$ cat config.mk
export PLATFORM = sky130hd
export DESIGN_NAME = edge_watchdog
export DESIGN_NICKNAME = d
export VERILOG_FILES = /design/src/rtl/wdk_pkg.sv /design/src/rtl/wdk_edge_sync.sv /design/src/rtl/wdk_prescaler.sv /design/src/rtl/wdk_window_counter.sv /design/src/rtl/edge_watchdog.sv
export SDC_FILE = /design/constraint.sdc
export NUM_CORES = 1
export LEC_CHECK = 0
export CAP_MARGIN = 40
export CORE_MARGIN = 3
export CORE_UTILIZATION = 44
export CTS_BUF_LIST = sky130_fd_sc_hd__clkbuf_4 sky130_fd_sc_hd__clkbuf_8 sky130_fd_sc_hd__clkbuf_16
export CTS_CLUSTER_DIAMETER = 80
export DETAILED_ROUTE_END_ITERATION = 10
export PLACE_DENSITY_LB_ADDON = 0.05
export SYNTH_ARGS = -nofsm -noshare
export SYNTH_HDL_FRONTEND = slang
export SYNTH_HIERARCHICAL = 1
export SYNTH_SLANG_ARGS = --single-unit
$ cat constraint.sdc
create_clock -name clk -period 2.7 [get_ports clk]
set_input_delay 0.405 -clock clk [delete_from_list [all_inputs] [get_ports clk]]
set_output_delay 0.405 -clock clk [all_outputs]
set_load 0.01 [all_outputs]
$ cat src/rtl/wdk_pkg.sv
package wdk_pkg;

    typedef enum logic {
        SPAN_SHORT = 1'b0,
        SPAN_LONG  = 1'b1
    } wd_span_e;

    // Control presented to the window counter each cycle
    typedef struct packed {
        logic clear;    // hold or kick: reload to zero, no expiry
        logic advance;  // one prescaled tick elapsed
    } tick_ctl_t;

    function automatic int span_ticks(wd_span_e s, int short_t, int long_t);
        return (s == SPAN_LONG) ? long_t : short_t;
    endfunction

    // Bits needed to hold values 0 .. n-1
    function automatic int width_for(int n);
        return (n < 2) ? 1 : $clog2(n);
    endfunction

endpackage

$ cat src/rtl/wdk_edge_sync.sv
module wdk_edge_sync (
    input  logic clk,
    input  logic rst,
    input  logic raw_i,
    output logic edge_o
);
    logic meta_q;
    logic level_q;
    logic prev_q;

    always_ff @(posedge clk) begin
        if (rst) begin
            meta_q  <= 1'b0;
            level_q <= 1'b0;
            prev_q  <= 1'b0;
        end else begin
            meta_q  <= raw_i;
            level_q <= meta_q;
            prev_q  <= level_q;
        end
    end

    // Either polarity of change is a kick
    assign edge_o = level_q ^ prev_q;

endmodule

$ cat src/rtl/wdk_prescaler.sv
module wdk_prescaler
    import wdk_pkg::*;
#(
    parameter int PRESCALE = 125000
) (
    input  logic clk,
    input  logic rst,
    input  logic clr_i,
    output logic tick_o
);
    localparam int PW = width_for(PRESCALE);

    logic [PW-1:0] pre_q;

    assign tick_o = (pre_q == PW'(PRESCALE - 1));

    always_ff @(posedge clk) begin
        if (rst || clr_i) begin
            pre_q <= '0;
        end else if (tick_o) begin
            pre_q <= '0;
        end else begin
            pre_q <= pre_q + 1'b1;
        end
    end

    p_pre_bound_r3: assert property (@(posedge clk) disable iff (rst)
        int'(pre_q) < PRESCALE);

endmodule

$ cat src/rtl/wdk_window_counter.sv
module wdk_window_counter
    import wdk_pkg::*;
#(
    parameter int LIMIT = 3300
) (
    input  logic      clk,
    input  logic      rst,
    input  tick_ctl_t ctl_i,
    output logic      expire_o
);
    localparam int CW = width_for(LIMIT);

    logic [CW-1:0] cnt_q;
    logic          at_end;
    logic          expire_q;

    assign at_end   = (cnt_q == CW'(LIMIT - 1));
    assign expire_o = expire_q;

    always_ff @(posedge clk) begin
        if (rst) begin
            cnt_q    <= '0;
            expire_q <= 1'b0;
        end else begin
            expire_q <= 1'b0;
            if (ctl_i.clear) begin
                cnt_q <= '0;
            end else if (ctl_i.advance) begin
                if (at_end) begin
                    cnt_q    <= '0;
                    expire_q <= 1'b1;
                end else begin
                    cnt_q <= cnt_q + 1'b1;
                end
            end
        end
    end

    p_cnt_bound_r3: assert property (@(posedge clk) disable iff (rst)
        int'(cnt_q) < LIMIT);

    p_reload_r4: assert property (@(posedge clk) disable iff (rst)
        expire_q |-> (cnt_q == '0));

    p_kick_wins_r7: assert property (@(posedge clk) disable iff (rst)
        ctl_i.clear |=> !expire_q);

endmodule

$ cat src/rtl/edge_watchdog.sv
module edge_watchdog
    import wdk_pkg::*;
#(
    parameter int       PRESCALE    = 125000,
    parameter int       SHORT_TICKS = 3300,
    parameter int       LONG_TICKS  = 209000,
    parameter wd_span_e SPAN        = SPAN_SHORT
) (
    input  logic clk,
    input  logic rst,
    input  logic wdi_i,
    input  logic sys_rst_i,
    input  logic man_rst_i,
    output logic expire_o
);
    localparam int LIMIT = span_ticks(SPAN, SHORT_TICKS, LONG_TICKS);

    logic      kick;
    logic      hold;
    logic      tick;
    tick_ctl_t ctl;

    assign hold = sys_rst_i | man_rst_i;

    wdk_edge_sync u_sync (
        .clk    (clk),
        .rst    (rst),
        .raw_i  (wdi_i),
        .edge_o (kick)
    );

    wdk_prescaler #(.PRESCALE(PRESCALE)) u_pre (
        .clk    (clk),
        .rst    (rst),
        .clr_i  (hold | kick),
        .tick_o (tick)
    );

    always_comb begin
        ctl.clear   = hold | kick;
        ctl.advance = tick;
    end

    wdk_window_counter #(.LIMIT(LIMIT)) u_cnt (
        .clk      (clk),
        .rst      (rst),
        .ctl_i    (ctl),
        .expire_o (expire_o)
    );

    p_single_pulse_r4: assert property (@(posedge clk) disable iff (rst)
        expire_o |=> !expire_o);

    p_hold_blocks_r5: assert property (@(posedge clk) disable iff (rst)
        hold |=> !expire_o);

endmodule

== Word-level counts from Yosys, hierarchy flattened ==
Index checks and enable logic that the tools add are counted.
Widths: inputs -> output; s select.

* Output and inout port bits: 1
* Bits in registers: 33
* Input bits: 5
* Word-level logic and storage cells: 20

* Mux-type cells: 2
* Reduce and logical (&&, ||, !) cells: 4
* Equality and inequality tests: 2
* Bitwise gates (word level): 4
* Add/sub/neg operators: 2

{| class="wikitable"
|+ Operators with widths
! cell !! count
|-
| $add 17x1->17 const B || 1
|-
| $eq 17x17->1 const B || 1
|-
| $add 12x1->12 const B || 1
|-
| $eq 12x12->1 const B || 1
|-
| $mux 12 || 1
|-
| $reduce_or 2->1 || 2
|-
| $reduce_or 3->1 || 1
|-
| $or 1x1->1 || 2
|-
| $logic_or 1x1->1 || 1
|-
| $mux 1 || 1
|-
| $not 1->1 || 1
|-
| $xor 1x1->1 || 1
|}

== Logic depth before layout (Yosys ltp) ==
* Word-level depth: 4
* Depth in mapped cells: 8
* Mapped depth without buffers: 6

== Hierarchy ==
The synthesis kept the hierarchy.

{| class="wikitable"
|+ By module, submodules not included
! module !! instances !! area each (um^2) !! cells an instance !! sequential area each (um^2)
|-
| wdk_prescaler || 1 || 792.0 || 88 || 340.3
|-
| wdk_window_counter || 1 || 641.9 || 64 || 260.2
|-
| wdk_edge_sync || 1 || 87.6 || 7 || 60.1
|-
| edge_watchdog || 1 || 6.3 || 1 || 0.0
|}

== Worst setup path before layout ==
OpenSTA, ideal clock, no wires.

* Path kind: reg-to-reg
* From: reg u_pre.pre_q[8]
* To: reg u_cnt.cnt_q[10]
* Path buffers: 1
* Library setup time: 0.086 ns
* Data arrival time: 2.184 ns
* Setup slack: 0.431 ns
* Cell stages (with the launch flop): 7
* Period minus slack after synthesis: 2.269 ns
* Data required time: 2.614 ns
* Path through: dfxtp_1 or4b_1 nor4_2 buf_4 nand2_1 or4_1 a211oi_1

{| class="wikitable"
|+ RTL lines
! item !! line !! text
|-
| start: declaration || wdk_prescaler.sv:13 || <nowiki>logic [PW-1:0] pre_q;</nowiki>
|-
| start signal: assignment || wdk_prescaler.sv:23 || <nowiki>pre_q <= pre_q + 1'b1;</nowiki>
|-
| end signal: assignment || wdk_window_counter.sv:33 || <nowiki>cnt_q <= cnt_q + 1'b1;</nowiki>
|-
| end: declaration || wdk_window_counter.sv:13 || <nowiki>logic [CW-1:0] cnt_q;</nowiki>
|}

==> key figures <==
Cells and area
  – Non-Filler Instances: 212
  – Area Growth Syn to Fin: 8.518%
  – Antenna cells: 0
  – Nets: 176
  – Layout cells sized above 1: 9.524%
  – Post-route design area: 0.001658 sq mm

STA
  – Crit share post-route: 90.38%
  – Clk_skew: 0.009242 ns
  – Relative slew slack: 62.82%
  – Max Freq: 409.8 MHz
  – Unrepaired setup endpoints after global routing: no
  – Actual slew at the worst max-slew pin: 0.5577 ns
  – Final setup vio count: 0
  – Max-slew violations: 0
  – Minimum clock period after layout: 2.440 ns
  – Setup TNS: 0 ns
  – Final Hold Vio Count: 0

Pwr
  – Pwr Density: 480.8 mW/mm^2
  – Worst vdd ir: 253.3 uV
  – Pwr Total: 0.7971 mW
  – LEAKAGE: 0.4905 nW

Routing
  – DRC Markers: 0
  – Via count: 1,186
  – Initial DRC count: 76
  – Router iterations before antenna repair: 5
  – Via-to-Cell Ratio: 5.594
  – Routed length per placed instance: 12.95 um
  – Post-route ant nets: 0
  – Post-Route WL: 2745 um

CTS
  – Skew-Pair Late Insertion Delay: 0.34 ns
  – CTS tree: built
  – Hold buffer count at cts: 0
  – H-tree Lvls: 2
  – Root Buffer: clkbuf_4
  – CTS Buf Count: 5
  – Clock Pin Slew Worst Setup and Hold Paths: 0.10 ns
  – Clock sink count: 33
  – CTS Buffer Depth: 2

Floorplanning
  – Core ar.: 0.003178 sq mm
  – Top-level port count: 6
  – Initial Util: 48.07%
  – Die ar.: 0.004215 sq mm
  – Die Y-Extent: 64.93 um
  – Die Wd: 64.93 um
  – Rows: 20

Min path
  – Hold Startpoint: u_sync/meta_q
  – Min-Delay Path Class: reg -> reg

Setup path
  – WP data required: 2.96 ns
  – CP startpoint kind: flop
  – Buf/Inv on CP: 0
  – R2r worst-path depth: 5
  – Worst path depth: 5
  – CP endpoint: u_cnt/cnt_q[9]
  – Reg-to-reg endpoint: u_cnt/cnt_q[9]
  – Crit path kind: reg -> reg
  – Worst-path maximum fanout: 6
  – Cell Chain, Critical Path: or4b_1, nor4_4, nand3_1, or4_1, a211oi_1
  – CP max-delay cell: or4b_1
  – Family with the most delay on the worst path: simple AND/OR/NAND/NOR gates
  – Worst setup EP type: flop
  – Critical Path Source: u_pre/pre_q[8]
  – Reg-to-Reg Start: u_pre/pre_q[8]
  – CP Data Arrival Time: 2.70 ns
  – R2R Setup Slk: 0.26 ns
  – Slowest stage delay, CP: 0.59 ns

Placed design
  – Port bufs: 5
  – Placement Cell Area: 0.001590 sq mm
  – GP Congestion: 0.8201
  – Post-DP HPWL: 1925 um
  – Placed cells: 205

GRT
  – Gr usage total: 14.99%
  – First-pass GRT wire length: 4878 um
  – Antenna violations before repair: 0
  – GRT Residual Overflow: 0
  – Vias in the first global route: 1,114
  – Pin count of the biggest net entering global routing: 18

Logic synthesis
  – Multiplexer share of the synthesized area: 0.6552%
  – Simple-gate share of the synthesized area: 31.12%
  – Synth cell types: 32
  – Synth async-reset ratio: 0%
  – Post-synth top area share: 43.24%
  – Post-Synthesis Cells: 160
  – Complex-gate fraction of the synthesized area: 6.552%
  – Number of synthesized register bits: 33
  – Commonest cells in the netlist: dfxtp_1, nor2_1, xnor2_1
  – Adder-Cell Fraction of Synth Area: 2.457%
  – Top cells by area, synth: dfxtp_1, xnor2_1, nor2_1
  – Yosys warnings: 6
  – Area leader, netlist: dfxtp_1
  – Main synth FF type: dfxtp_1
  – Synthesized area: 0.001528 sq mm
  – Post-synth EDFFs: 0
  – Syn avg cell area: 9.548 sq um
  – Post-Syn Nets: 168
  – Most common cell in the synthesized netlist: dfxtp_1
  – Main combinational cell family by area after synthesis: simple AND/OR/NAND/NOR gates
  – Synth Area in XOR/XNOR: 11.47%
  – Sequential element share of the synthesized area: 43.24%

Job
  – Max_cap viols: 0

Status
  – Outcome: finished clean
[worst register-to-register path, stage by stage (launching register included)]
cell,delay (ns)
dfxtp_1,0.37
or4b_1,0.59
nor4_4,0.38
nand3_1,0.26
or4_1,0.52
a211oi_1,0.24
[through the flow]
stage / worst slack (ns) / utilization [%] / hold slack (ns)
6_report: 0.2597 / 52.17 / 0.4448
5_1_grt: 0.04186 / 52.17 / 0.4845
4_1_cts: 0.1304 / 51.89 / 0.4506
3_5_place_dp: 0.1639 / 50.04 / 0.4289
3_3_place_gp: 0.2691 / 50.04 / 0.4180
2_1_floorplan: 0.4308 / - / 0.4138
[cell families (layout without fill, tap and decap cells)]
family	after synthesis	count (layout)
buf+inv	9	17
compound gates	14	14
simple gates	80	80
mux	1	1
flops	33	33
xor+xnor	20	20
fa+ha+maj	3	3
[registers in the layout, indices dropped and copies added, names as in the netlist]
register / flops
u_cnt/cnt_q: 12
u_cnt/expire_o: 1
u_sync/level_q: 1
u_pre/pre_q: 17
u_sync/prev_q: 1
u_sync/meta_q: 1
[metal layers]
| metal | share of wire (%) | routed length (um) | track usage (%) | vias up |
|---|---|---|---|---|
| li1 | - | - | - | 600 |
| met1 | 45 | 1230 | 16.76 | 548 |
| met2 | 48 | 1320 | 24.65 | 28 |
| met3 | 3.8 | 104 | 4.679 | 10 |
| met4 | 3.3 | 90 | 9.235 | 0 |
| met5 | 0 | 0 | 0 | - |
[how the worst min path moves through the flow]
stage	to	slack [ns]	depth (start not counted)
floorplan	u_sync/level_q	0.41	1
CTS	u_sync/level_q	0.45	1
global placement	u_sync/level_q	0.42	1
finish	u_sync/level_q	0.44	1
detailed placement	u_sync/level_q	0.43	1
global route	u_sync/level_q	0.48	1
[placed cells by master (no fill, tap or decap)]
cell / n
a211oi_1: 7
or4_1: 5
o21ai_0: 2
or3b_2: 1
nor3_1: 8
nand2_1: 5
nor2b_1: 3
o31ai_1: 5
clkdlybuf4s50_1: 5
xnor2_1: 13
nand3_2: 1
buf_4: 2
inv_1: 3
xor2_1: 7
mux2i_1: 1
or4b_4: 1
or2_2: 1
dfxtp_1: 33
nand4bb_1: 1
clkbuf_8: 1
nor3b_2: 1
or4b_1: 2
clkbuf_4: 6
nand3_1: 10
ha_1: 3
nand4_1: 9
or3_1: 4
nor2_1: 20
nor4_4: 2
nor4_1: 5
and3_1: 1
[power breakdown]
group	internal (mW)	switching, mW	total, mW
Combinational	0.00809	0.00827	0.0164
Sequential	0.489	0.00154	0.490
Clock	0.133	0.158	0.290
[cell type report]
type / count / area, sq um
well taps: 44 / 55.05
repair buffers: 7 / 65.06
fillers: 316 / 1520
multi-input cells: 118 / 807.0
clock buffers: 7 / 58.81
inverters: 3 / 11.26
flip-flops and latches: 33 / 660.6
[what timing repair did]
| action | in CTS | in global routing |
|---|---|---|
| buffers inserted | 0 | 0 |
| endpoints found under the setup margin | 0 | 7 |
| gates resized for setup | 0 | 1 |
No activity file was read; power rests on OpenSTA's default activity.
